--- config.mk ---
export PLATFORM = sky130hd
export DESIGN_NAME = boot_sequencer
export DESIGN_NICKNAME = d
export VERILOG_FILES = /design/src/rtl/boot_pkg.sv /design/src/rtl/boot_stream_cnt.sv /design/src/rtl/boot_ptr_file.sv /design/src/rtl/boot_fsm.sv /design/src/rtl/boot_sequencer.sv
export SDC_FILE = /design/constraint.sdc
export NUM_CORES = 1
export LEC_CHECK = 0
export ABC_AREA = 0
export BUFFER_PORTS_ARGS = -buffer_cell sky130_fd_sc_hd__buf_2
export CAP_MARGIN = 20
export CORE_UTILIZATION = 40
export CTS_CLUSTER_DIAMETER = 150
export DETAILED_ROUTE_END_ITERATION = 8
export PLACE_DENSITY_LB_ADDON = 0.1
export SLEW_MARGIN = 15
export SYNTH_ARGS = -nofsm -noshare
export SYNTH_HDL_FRONTEND = slang
export SYNTH_SLANG_ARGS = --single-unit
--- constraint.sdc ---
create_clock -name clk -period 3.3 [get_ports clk]
set_clock_uncertainty 0.15 [all_clocks]
set_input_delay 0.33 -clock clk [delete_from_list [all_inputs] [get_ports clk]]
set_output_delay 0.33 -clock clk [all_outputs]
set_load 0.005 [all_outputs]
--- src/rtl/boot_pkg.sv ---
// Package: shared state encoding of the boot sequencer.
// Assumes: nothing beyond SystemVerilog enums.
package boot_pkg;
    typedef enum logic [2:0] {
        ST_INIT   = 3'd0,
        ST_MON    = 3'd1,
        ST_LOAD   = 3'd2,
        ST_DERIV  = 3'd3,
        ST_INVOKE = 3'd4,
        ST_DONE   = 3'd5,
        ST_PARK   = 3'd6,
        ST_ERR    = 3'd7
    } boot_state_t;
endpackage

--- src/rtl/boot_stream_cnt.sv ---
// Module: boot_stream_cnt
// Counts accepted stream words, which also gives the write address. It keeps
// the length from the header and reports the first word, the second word,
// the last word and a bad length.
// Assumes: hs is high only while the controller accepts words.
module boot_stream_cnt #(
    parameter int DATA_W = 32,
    parameter int ADDR_W = 10
) (
    input  logic              clk,
    input  logic              rst_n,
    input  logic              hs,
    input  logic [DATA_W-1:0] s_data,
    output logic [ADDR_W-1:0] addr,
    output logic              hs_first,
    output logic              hs_second,
    output logic              hs_last,
    output logic              len_bad
);
    localparam int CNT_W = ADDR_W + 1;
    localparam int DEPTH = 1 << ADDR_W;

    logic [CNT_W-1:0]  cnt;
    logic [DATA_W-1:0] len_q;
    logic [DATA_W-1:0] cnt_ext;

    assign cnt_ext = DATA_W'(cnt);
    assign addr    = cnt[ADDR_W-1:0];

    // Decode the position of the current word and check the header length.
    always_comb begin
        hs_first  = hs && (cnt == '0);
        hs_second = hs && (cnt == CNT_W'(1));
        hs_last   = hs && (cnt != '0) && (cnt_ext == len_q - DATA_W'(1));
        len_bad   = (s_data < DATA_W'(2)) || (s_data > DATA_W'(DEPTH));
    end

    // Advance the word count on every accepted word.
    always_ff @(posedge clk) begin
        if (!rst_n)  cnt <= '0;
        else if (hs) cnt <= cnt + CNT_W'(1);
    end

    // Keep the image length taken from the header word.
    always_ff @(posedge clk) begin
        if (!rst_n)        len_q <= '0;
        else if (hs_first) len_q <= s_data;
    end


    no_overrun_chk: assert property (@(posedge clk) disable iff (!rst_n)
        (hs && (cnt != '0)) |-> (cnt_ext < len_q));
endmodule

--- src/rtl/boot_ptr_file.sv ---
// Module: boot_ptr_file
// Holds the runtime pointer registers and loads each one on the strobes
// that the controller and the counter give.
// Assumes: each load strobe lasts exactly one cycle.
module boot_ptr_file #(
    parameter int          DATA_W  = 32,
    parameter int          MON_W   = 8,
    parameter logic [31:0] SP_INIT = 32'h0000_0080
) (
    input  logic              clk,
    input  logic              rst_n,
    input  logic              ld_sp,
    input  logic              ld_mon,
    input  logic              hs_first,
    input  logic              hs_second,
    input  logic              ld_deriv,
    input  logic              invoke,
    input  logic [DATA_W-1:0] s_data,
    output logic [DATA_W-1:0] sp,
    output logic [MON_W-1:0]  mon_cnt,
    output logic [DATA_W-1:0] heap_ptr,
    output logic [DATA_W-1:0] meth_ptr,
    output logic [DATA_W-1:0] ptr_p1,
    output logic [DATA_W-1:0] ptr_p2
);
    // Stack pointer takes its start value in the first step after reset.
    always_ff @(posedge clk) begin
        if (!rst_n)     sp <= '0;
        else if (ld_sp) sp <= DATA_W'(SP_INIT);
    end

    // Monitor count is set to one before a load.
    always_ff @(posedge clk) begin
        if (!rst_n)      mon_cnt <= '0;
        else if (ld_mon) mon_cnt <= MON_W'(1);
    end

    // The two header words go to the heap and method pointers.
    always_ff @(posedge clk) begin
        if (!rst_n) begin
            heap_ptr <= '0;
            meth_ptr <= '0;
        end else begin
            if (hs_first)  heap_ptr <= s_data;
            if (hs_second) meth_ptr <= s_data;
        end
    end

    // The derived pointers are computed once the image has been stored.
    always_ff @(posedge clk) begin
        if (!rst_n) begin
            ptr_p1 <= '0;
            ptr_p2 <= '0;
        end else if (ld_deriv) begin
            ptr_p1 <= meth_ptr + DATA_W'(1);
            ptr_p2 <= meth_ptr + DATA_W'(2);
        end
    end


    deriv_ready_chk: assert property (@(posedge clk) disable iff (!rst_n)
        invoke |-> ((ptr_p1 == meth_ptr + DATA_W'(1)) && (ptr_p2 == meth_ptr + DATA_W'(2))));
endmodule

--- src/rtl/boot_fsm.sv ---
// Module: boot_fsm
// Controls the boot order: initial stack pointer, processor check, monitor
// count, stream load, derived pointers, invoke, then done. A bad header
// sends it to the error state.
// Assumes: cpu_id is stable in the first cycle after reset.
module boot_fsm
    import boot_pkg::*;
#(
    parameter int CPU_ID_W = 4
) (
    input  logic                clk,
    input  logic                rst_n,
    input  logic [CPU_ID_W-1:0] cpu_id,
    input  logic                hs_first,
    input  logic                hs_last,
    input  logic                len_bad,
    output logic                s_ready,
    output logic                ld_sp,
    output logic                ld_mon,
    output logic                ld_deriv,
    output logic                invoke,
    output logic                done,
    output logic                err
);
    boot_state_t state, state_nx;

    // Choose the next step of the boot order.
    always_comb begin
        state_nx = state;
        unique case (state)
            ST_INIT:   state_nx = (cpu_id == '0) ? ST_MON : ST_PARK;
            ST_MON:    state_nx = ST_LOAD;
            ST_LOAD: begin
                if (hs_first && len_bad) state_nx = ST_ERR;
                else if (hs_last)        state_nx = ST_DERIV;
            end
            ST_DERIV:  state_nx = ST_INVOKE;
            ST_INVOKE: state_nx = ST_DONE;
            ST_DONE:   state_nx = ST_DONE;
            ST_PARK:   state_nx = ST_PARK;
            ST_ERR:    state_nx = ST_ERR;
            default:   state_nx = ST_ERR;
        endcase
    end

    // Hold the current step.
    always_ff @(posedge clk) begin
        if (!rst_n) state <= ST_INIT;
        else        state <= state_nx;
    end

    // Decode the strobes and flags from the current step.
    always_comb begin
        ld_sp    = (state == ST_INIT);
        ld_mon   = (state == ST_MON);
        s_ready  = (state == ST_LOAD);
        ld_deriv = (state == ST_DERIV);
        invoke   = (state == ST_INVOKE);
        done     = (state == ST_DONE);
        err      = (state == ST_ERR);
    end


    invoke_pulse_chk: assert property (@(posedge clk) disable iff (!rst_n)
        invoke |=> (!invoke && done));

    done_hold_chk: assert property (@(posedge clk) disable iff (!rst_n)
        done |=> done);

    err_hold_chk: assert property (@(posedge clk) disable iff (!rst_n)
        err |=> (err && !s_ready && !invoke));
endmodule

--- src/rtl/boot_sequencer.sv ---
// Module: boot_sequencer (top)
// Loads the program image from a valid/ready word stream into memory and
// sets the processor pointers. It then gives a one-cycle invoke request.
// Assumes: the memory accepts one write per cycle and needs no handshake.
module boot_sequencer #(
    parameter int          DATA_W   = 32,
    parameter int          ADDR_W   = 10,
    parameter int          CPU_ID_W = 4,
    parameter int          MON_W    = 8,
    parameter logic [31:0] SP_INIT  = 32'h0000_0080
) (
    input  logic                clk,
    input  logic                rst_n,
    input  logic [CPU_ID_W-1:0] cpu_id,
    input  logic [DATA_W-1:0]   s_data,
    input  logic                s_valid,
    output logic                s_ready,
    output logic [ADDR_W-1:0]   mem_addr,
    output logic [DATA_W-1:0]   mem_wdata,
    output logic                mem_we,
    output logic [DATA_W-1:0]   sp,
    output logic [MON_W-1:0]    mon_cnt,
    output logic [DATA_W-1:0]   heap_ptr,
    output logic [DATA_W-1:0]   meth_ptr,
    output logic [DATA_W-1:0]   ptr_p1,
    output logic [DATA_W-1:0]   ptr_p2,
    output logic                invoke,
    output logic [DATA_W-1:0]   invoke_mp,
    output logic                done,
    output logic                err
);
    logic hs, hs_first, hs_second, hs_last, len_bad;
    logic ld_sp, ld_mon, ld_deriv;

    // An accepted word is written straight through to memory.
    always_comb begin
        hs        = s_valid && s_ready;
        mem_we    = hs;
        mem_wdata = s_data;
        invoke_mp = meth_ptr;
    end

    boot_fsm #(.CPU_ID_W(CPU_ID_W)) i_fsm (
        .clk(clk), .rst_n(rst_n), .cpu_id(cpu_id),
        .hs_first(hs_first), .hs_last(hs_last), .len_bad(len_bad),
        .s_ready(s_ready), .ld_sp(ld_sp), .ld_mon(ld_mon),
        .ld_deriv(ld_deriv), .invoke(invoke), .done(done), .err(err)
    );

    boot_stream_cnt #(.DATA_W(DATA_W), .ADDR_W(ADDR_W)) i_cnt (
        .clk(clk), .rst_n(rst_n), .hs(hs), .s_data(s_data),
        .addr(mem_addr), .hs_first(hs_first), .hs_second(hs_second),
        .hs_last(hs_last), .len_bad(len_bad)
    );

    boot_ptr_file #(.DATA_W(DATA_W), .MON_W(MON_W), .SP_INIT(SP_INIT)) i_ptr (
        .clk(clk), .rst_n(rst_n), .ld_sp(ld_sp), .ld_mon(ld_mon),
        .hs_first(hs_first), .hs_second(hs_second), .ld_deriv(ld_deriv),
        .invoke(invoke), .s_data(s_data), .sp(sp), .mon_cnt(mon_cnt),
        .heap_ptr(heap_ptr), .meth_ptr(meth_ptr), .ptr_p1(ptr_p1), .ptr_p2(ptr_p2)
    );


    mon_before_load_chk: assert property (@(posedge clk) disable iff (!rst_n)
        s_ready |-> (mon_cnt == MON_W'(1)));

    sp_before_load_chk: assert property (@(posedge clk) disable iff (!rst_n)
        s_ready |-> (sp == DATA_W'(SP_INIT)));
endmodule

==> flow_summary.toml, run 1 <==
[status]
status = "finished, final reports clean"

[hold_path]
hold_class = "primary input to flip-flop"
min_from = "s_data[3]"
min_to = "i_ptr.meth_ptr[3]"
holdPathStages = 3

[clock_tree]
tritoncts = "done"
cts-resized-gates = 0
clk_latency_ns = 0.43
holdBufCountCts = 0
cts_sinks = 144
cts-root-buf = "clkbuf_16"
clkTransAtPathRegs_ns = 0.07
post_cts_buffers = 0
cts.path.max_buffers = 2
h-tree-depth = 4
cts_buffers = 17

[timing]
slew_headroom = 0.532
report.final.slew_viol_count = 0
grt_setup_unrepaired = "false"
finalCriticalPeriod_ns = 2.64
max_freq_mhz = 379
finalHoldViolCount = 0
tns_ns = 0
setup_viol = 0
worst_pin_slew_ns = 0.696
min_period_over_period = 0.799

[power]
p_per_area_nw_per_um2 = 489
internal_power_mw = 3.19
clkPwrFrac = 0.426
sw_frac_of_total = 0.276
power_mw = 4.41
power_frac_comb = 0.139
p_seq_frac = 0.435
total_leakage_power_nw = 4.10
ir_worst_vdd_mv = 0.381
power_switching_mw = 1.22

[logic_synthesis]
ys.flop_type = "dfxtp_1"
synth_cell_type_count = 52
ys_warn_count = 0
synth_top_area_cell = "dfxtp_1"
synth_area_per_cell_um2 = 8.20
synth-async-reset-ratio = 0
synthCells = 941
yosys.area.top_type_share = 0.374
yosysSeqAreaShare = 0.374
synth-edff-count = 0
mappedNetlistArea_um2 = 7720
synthTopCellsByArea = "dfxtp_1 37%, buf_4 11%, nor2_1 5.8%, nand2_1 4.7%, xnor2_1 4.7%"
ys_ff_latch = 144

[worst_setup_path]
crit_type = "flip-flop to flip-flop"
cp_slowest_stage_delay_ns = 0.42
endpoint_kind = "flip-flop"
crit_required_ns = 3.48
worst_r2r_endpoint = "i_fsm.state[0]"
crit_fanout = 7
ff2ff_setup_slack_ns = 0.66
crit_path_start_kind = "flip-flop"
r2r_cells = 8
cp-startpoint = "i_cnt.len_q[0]"
cp_data_arrival_time_ns = 2.82
slowest_stage = "or4_1"
crit_chain = "inv_1 > ha_1 > nor4b_4 > nand2_2 > xnor2_1 > a2111o_1 > or4_1 > o31ai_1"
worstReg2RegStart = "i_cnt.len_q[0]"

[routing]
ant_nets = 0
drc_errors = 0
drt_first_pass_iters = 5
wl_per_cell_um = 16.1
drtIter0Drc = 373
drt_wl_total_um = 21800
vias = 6597
vias_per_cell = 4.87

[finish]
drive_above_1_share = 0.283
n_antenna_cell = 0
syn_to_final_growth_pct = 17.0
finalInstanceArea_um2 = 9020
n_fill_cell = 1961
fin_nets = 1127

[grt]
grt_max_degree = 123
grt_pass1_vias = 5924
grt_overflow_total = 0
antenna_found_initial = 0
grt_pass1_wl_um = 33500
track_usage = 0.219

[run]
drv_cap = 0

[die]
ios = 286
fp.dieH_um = 141
initial_core_util = 0.410
rows = 50
dieArea_um2 = 19900
core-area_um2 = 18800
die_x_um = 141

[placement]
gp_congestion = 0.843
post_dp_cell_area_um2 = 8450
numPortBuffers = 247
place.detailed.hpwl_um = 16000
placed cells by master (no fill, tap or decap), drive strengths merged, types with 6 or more instances in the layout:
cell and count:
clkinv 6, mux2i 33, or3 8, nor3 22, and3 14, buf 263
o21ai 24, clkbuf 20, ha 6, nor2 120, a211oi 42, inv 12
nor4 14, dfxtp 144, a21oi 56, xnor2 41, nand4 23, nand3 25
conb 38, xor2 38, nand2 98
power by group through the flow:
stage          Combinational, mW  Clock (mW)  Sequential (mW)
6_report                   0.615        1.88             1.92
5_1_grt                    0.689        1.99             1.93
4_1_cts                    0.621        1.92             1.92
3_5_place_dp               0.619           0             1.96
3_3_place_gp               0.617           0             1.96
2_1_floorplan              0.455           0             1.93
through the flow:
stage / util / hold WS (ns) / cells / setup slack, ns
final: 0.479 / 0.0330 / 1355 / 0.664
after global routing: 0.479 / 0.0266 / 1355 / 0.461
after floorplan: - / 0.303 / 978 / 0.933
after global placement: 0.449 / 0.294 / 1323 / 0.709
after detailed placement: 0.449 / 0.297 / 1323 / 0.688
after CTS: 0.479 / 0.0244 / 1355 / 0.661
how the worst max path moves through the flow:
stage | to | slack (ns) | depth (start not counted)
6_report | i_fsm.state[0] | 0.66 | 8
5_1_grt | i_fsm.state[0] | 0.46 | 8
2_1_floorplan | i_fsm.state[0] | 0.93 | 8
4_1_cts | i_fsm.state[0] | 0.66 | 8
3_5_place_dp | i_fsm.state[0] | 0.69 | 8
3_3_place_gp | i_fsm.state[0] | 0.71 | 8
sequential cells by signal, indices dropped and copies added (netlist names):
name and flops:
i_ptr.meth_ptr 32, i_ptr.mon_cnt 1, i_ptr.sp 1, i_cnt.cnt 11, i_ptr.ptr_p2 32, i_ptr.ptr_p1 32
i_fsm.state 3, i_cnt.len_q 32
per-layer routing:
metal	GRT usage	share of wire	up-vias
met2	0.342	0.45	205
met4	0.0629	0.015	0
met1	0.306	0.48	3022
met5	0	0	-
li1	-	-	3347
met3	0.0408	0.051	23
cell usage after synthesis, drive strengths merged, types with 2 or more instances:
library cell  number
nor3              22
o2111ai            2
o41ai              2
a31oi              2
inv               11
and3              14
buf              131
or3                8
dfxtp            144
o21ai             24
ha                 6
and2               4
and4               5
nor4              14
xnor2             41
o211ai             2
a21oi             56
o31ai              2
nand3             25
clkbuf            47
a211oi            42
o21a               2
a311oi             5
nor2b              3
xor2              38
nor2             120
mux2i             33
or4                2
or2                2
nand4             23
nand2             98
worst max-delay path, delay by kind of cell, from the launching register on:
family / cells / cell delay [ns]
simple gates: 3 / 0.95
xor+xnor: 1 / 0.16
flops: 1 / 0.37
fa+ha+maj: 1 / 0.24
compound gates: 2 / 0.59
buf+inv: 1 / 0.08
logic make-up after synthesis:
kind of cell,Yosys count,synth area share
AOI/OAI and AO/OA,144,0.116
xor gates and xnor gates,79,0.0897
adders and majority gates,6,0.00973
buffers and inverters,189,0.152
DFF,144,0.374
muxes,33,0.0428
other,1,0.000486
and+or+nand+nor,345,0.216
cell type report:
cell class	count	area (um2)	share of cell area
Clock buffer	20	467	0.0517
Clock inverter	12	110	0.0122
Inverter	11	43.8	0.00485
Multi-Input combinational cell	645	3810	0.423
Sequential cell	144	2880	0.319
Tap cell	260	325	0.0360
Timing Repair Buffer	263	1380	0.153
No activity file was read; power rests on OpenSTA's default activity.
==> inputs of run 2 (changes only) <==
Settings changed: ABC_AREA 0 to 1.
Clock period 3.3 ns to 2.4 ns, I/O delays scaled along.
==> run 2 against run 1 <==
Worst setup slack got worse by 0.41 ns. Combinational power grew to 6.7 times the previous value. Synthesized area is 14% higher. Global-route usage increased by 4.6 points. Critical path depth grew 2. Cell count increased by 32%. Final area is 18% higher. Total power grew 120%. Routed wire length up 37%. Sequential cell count unchanged. Via count rose by 32%. Largest cell class unchanged.
==> flow_summary.toml, run 2 <==
[routing]
drt_wl_total_um = 29900
vias = 8733
vias_per_cell = 4.88
drt_first_pass_iters = 6
ant_nets = 0
wl_per_cell_um = 16.7
drc_errors = 0
drtIter0Drc = 588

[die]
core-area_um2 = 21300
dieArea_um2 = 22600
ios = 286
initial_core_util = 0.414
fp.dieH_um = 150
die_x_um = 150
rows = 53

[placement]
place.detailed.hpwl_um = 23100
numPortBuffers = 247
post_dp_cell_area_um2 = 9900
gp_congestion = 0.933

[worst_setup_path]
critPathTopFamily = "simple AND/OR/NAND/NOR gates"
path_buf_inv = 3
slowest_stage = "dlygate4sd3_1"
crit_fanout = 3
crit_top_cell = "nand3_1"
endpoint_kind = "flip-flop"
cp_data_arrival_time_ns = 2.30
worstReg2RegStart = "i_ptr.meth_ptr[23]"
cp_slowest_stage_delay_ns = 0.54
crit_chain = "dlygate4sd3_1 > buf_2 > inv_1 > nand3_1 > nor2_1 > nand3_1 > nor2_1 > nand3_1 > a21oi_1 > a21oi_1"
cp-startpoint = "s_data[14]"
crit_path_start_kind = "primary input"
crit_required_ns = 2.55
crit_type = "primary input to flip-flop"

[grt]
grt_pass1_wl_um = 44600
grt_util_met1 = 0.381
grt_pass1_vias = 7644
grt_max_degree = 65
grt_overflow_total = 0
track_usage = 0.265
grt.busiest_layer = "met2"
use_met3 = 0.0397
gr-usage-met2 = 0.409
antenna_found_initial = 0

[timing]
hold_slack_ns = 0.00691
grt_setup_unrepaired = "false"
report.final.slew_viol_count = 0
min_period_over_period = 0.895
tns_ns = 0
max_freq_mhz = 465
worst_pin_slew_ns = 0.621
finalCriticalPeriod_ns = 2.15
slew_headroom = 0.586
finalHoldViolCount = 0
setup_viol = 0

[finish]
fin_nets = 1547
multiInputGateArea_um2 = 4380
regArea_um2 = 2880
n_antenna_cell = 0
most-common-layout-cells = "249 x nor2_1, 247 x buf_2, 190 x nand2_1"
finalInstanceArea_um2 = 10600
n_fill_cell = 2277
utilization = 0.499
final_common_cell = "nor2_1"
syn_to_final_growth_pct = 20.4
drive_above_1_share = 0.251

[logic_synthesis]
mappedNetlistArea_um2 = 8810
ys_warn_count = 0
synth_area_per_cell_um2 = 6.83
yosysMostFrequentCell = "nor2_1"
synth-async-reset-ratio = 0
synthCells = 1291
synthTopCellsByCount = "250 x nor2_1, 191 x nand2_1, 161 x inv_1"
synth_cell_type_count = 47
ys.flop_type = "dfxtp_1"
synth_top_area_cell = "dfxtp_1"
yosysSeqAreaShare = 0.327
ys_ff_latch = 144
synth-edff-count = 0
synthTopCellsByArea = "dfxtp_1 33%, nor2_1 11%, buf_4 10%, nand2_1 8.1%, inv_1 6.9%"
yosys.area.top_type_share = 0.327

[power]
total_leakage_power_nw = 5.54
p_per_area_nw_per_um2 = 910
power_mw = 9.66
ir_worst_vdd_mv = 0.472

[clock_tree]
h-tree-depth = 4
clkTransAtPathRegs_ns = 0.06
clk_latency_ns = 0.43
cts.path.max_buffers = 2
tritoncts = "done"
cts_sinks = 144
cts-root-buf = "clkbuf_16"
cts_buffers = 17

[hold_path]
hold_class = "primary input to flip-flop"
min_from = "s_data[1]"

[run]
drv_cap = 0

[status]
status = "finished, final reports clean"
run 2: cell types whose count changed after synthesis, moves of 33 or more:
cell / delta
nor2_1: +130
nand2_1: +94
a211oi_1: -37
o21ai_0: +79
inv_1: +150
mux2i_1: -33
run 2: final cells by class:
type	instances	area share
clock buffer	21	0.0424
clock inverter	11	0.00778
inverter	164	0.0581
multi-input combinational	858	0.413
sequential	144	0.272
tap	275	0.0324
timing repair buffer	317	0.175
run 2: path summary, 6_finish.rpt:
kind         slack, ns                to  cells after the start
max               0.25    i_fsm.state[0]                     10
min              0.007    i_cnt.len_q[1]                      3
max reg2reg       0.25  i_ptr.ptr_p1[29]                      8
min reg2reg       0.32  i_ptr.mon_cnt[0]                      1
run 2: report_power, final:
part	internal (mW)	total [mW]	switching (mW)
registers	2.75	3.12	0.368
clock network	1.35	2.45	1.10
logic	1.52	4.09	2.57
run 2: stage by stage:
stage / setup WS, ns / instances
global route: 0.00247 / 1790
global placement: 0.257 / 1740
CTS: 0.210 / 1789
detailed placement: 0.224 / 1740
floorplan: 0.394 / 1328
finish: 0.251 / 1790
run 2: routing by layer:
layer	up-vias	part of all wire
li1	4361	-
met4	0	0.013
met3	23	0.069
met5	-	0
met1	3972	0.47
met2	377	0.45
run 2: kinds of logic after synthesis:
logic type               count (synthesis)  synth area share
buffers and inverters                  326             0.193
adder cells (fa/ha/maj)                  6           0.00852
AND/OR/NAND/NOR                        547             0.263
AO/OA/AOI/OAI                          205             0.146
XOR/XNOR                                62            0.0616
flip-flops                             144             0.327
other                                    1          0.000426
run 2: tightest hold or removal path: stages:
cell,delay [ns]
buf_2,0.09
inv_1,0.09
a21oi_1,0.13
run 2: repair_timing:
action	CTS	global route
hold endpoints to repair	22	0
resized for setup	0	3
hold buffers	17	0
endpoints found under the setup margin	0	2
setup buffers	0	1
==> inputs of run 3 (changes only) <==
Settings changed: ABC_AREA 1 to unset, CORE_MARGIN set to 10, HOLD_SLACK_MARGIN set to 0.12.
==> run 3 against run 2 <==
Count of clock-buffer cells in the layout is 1 higher. Via count is 19% lower. Worst setup slack worse by 0.22 ns. Sequential cell count stayed put. Critical endpoint unchanged. Largest power group is now clock. Highest routed layer unchanged.
==> flow_summary.toml, run 3 (synthesis results as in run 1) <==
[status]
status = "finished, final reports clean"

[hold_path]
hold_class = "primary input to flip-flop"
min_from = "cpu_id[2]"

[worst_setup_path]
cp-startpoint = "i_cnt.len_q[0]"
slowest_stage = "or4_4"
crit_required_ns = 2.59
crit_path_start_kind = "flip-flop"
crit_chain = "inv_1 > ha_2 > nor4b_4 > nand2_2 > o31ai_1 > o2111ai_1 > or4_4 > o31ai_2"
critPathTopFamily = "simple AND/OR/NAND/NOR gates"
crit_fanout = 6
path_buf_inv = 1
cp_data_arrival_time_ns = 2.56
endpoint_kind = "flip-flop"
crit_type = "flip-flop to flip-flop"
cp_slowest_stage_delay_ns = 0.58
worstReg2RegStart = "i_cnt.len_q[0]"

[routing]
vias_per_cell = 4.90
drt_first_pass_iters = 5
vias = 7093
drc_errors = 0
drt_wl_total_um = 25800
wl_per_cell_um = 17.8
ant_nets = 0
drtIter0Drc = 432

[power]
p_per_area_nw_per_um2 = 658
total_leakage_power_nw = 4.60
power_mw = 6.55
ir_worst_vdd_mv = 0.502

[clock_tree]
clk_latency_ns = 0.42
cts-root-buf = "clkbuf_16"
clkTransAtPathRegs_ns = 0.06
tritoncts = "done"
cts.path.max_buffers = 2
cts_buffers = 17
cts_sinks = 144
h-tree-depth = 4

[timing]
report.final.slew_viol_count = 0
setup_viol = 0
tns_ns = 0
min_period_over_period = 0.987
hold_slack_ns = 0.229
finalHoldViolCount = 0
max_freq_mhz = 422
worst_pin_slew_ns = 0.590
finalCriticalPeriod_ns = 2.37
grt_setup_unrepaired = "true"
slew_headroom = 0.607

[placement]
gp_congestion = 0.858
place.detailed.hpwl_um = 19100
numPortBuffers = 247
dp.cells = 1381

[finish]
n_antenna_cell = 0
fin_nets = 1221
final_common_cell = "buf_2"
syn_to_final_growth_pct = 28.9
final_cells = 1448
most-common-layout-cells = "247 x buf_2, 142 x dfxtp_1, 120 x nor2_1"
drive_above_1_share = 0.319

[grt]
antenna_found_initial = 0
grt_overflow_total = 0
track_usage = 0.198
grt_max_degree = 130
grt_pass1_vias = 7096
grt_pass1_wl_um = 40800

[die]
core-area_um2 = 18800
initial_core_util = 0.410
fp.dieH_um = 159
ios = 286
dieArea_um2 = 25200
die_x_um = 159
rows = 50

[run]
drv_cap = 0
-- run 3: cell types whose count changed in the layout (fill, tap and decap cells not counted), moves of 25 or more --
cell,change
a211oi_1,+37
a211oi_2,-28
buf_4,+25
inv_1,-151
mux2i_1,+33
nand2_1,-93
nor2_1,-129
o21ai_0,-79
xnor2_1,+26
-- run 3: what timing repair did --
item	in CTS	in global routing
endpoints found under the hold margin	78	0
resized for setup	0	12
setup endpoints to repair	0	8
buffers inserted	0	3
hold buffers	33	0
-- run 3: report_power, final --
part | switching [mW] | leakage, nW | internal, mW
clock | 1.05 | 0.309 | 1.85
combinational | 0.571 | 3.13 | 0.478
sequential | 0.0821 | 1.17 | 2.52
total | 1.71 | 4.60 | 4.84
-- run 3: metrics by stage --
step / area, um2 / setup slack, ns / utilization
after floorplan: 7860 / 0.0327 / -
after global placement: 8900 / 0.0815 / 0.472
after detailed placement: 8900 / 0.0460 / 0.472
after CTS: 9860 / 0.0317 / 0.524
after global routing: 9950 / -0.0834 / 0.528
final: 9950 / 0.0323 / 0.528
-- run 3: per-layer routing --
metal,vias to the layer above,share of wire,global-route usage
li1,3536,-,-
met1,3292,0.45,0.251
met2,243,0.48,0.324
met3,22,0.060,0.0493
met4,0,0.014,0.0615
met5,-,0,0
-- run 3: path summary, 6_finish.rpt --
| check | endpoint | slack (ns) | cells past startpoint |
|---|---|---|---|
| max | i_fsm.state[0] | 0.03 | 8 |
| min | i_fsm.state[2] | 0.23 | 6 |
| max reg2reg | i_fsm.state[0] | 0.03 | 8 |
| min reg2reg | i_ptr.ptr_p2[2] | 0.31 | 2 |
-- run 3: final cells by class --
type                       instances  area (um2)
sequential                       144        2890
fill                            1863        8880
timing repair buffer             357        2180
inverter                          11        43.8
multi-input combinational        645        3870
tap                              260         325
clock inverter                     9         154
clock buffer                      22         484
-- run 3: tightest hold or removal path: stages --
cell	delay [ns]
buf_2	0.08
nor4_1	0.03
buf_4	0.13
nor3_1	0.12
a2111oi_0	0.08
nor2_1	0.07
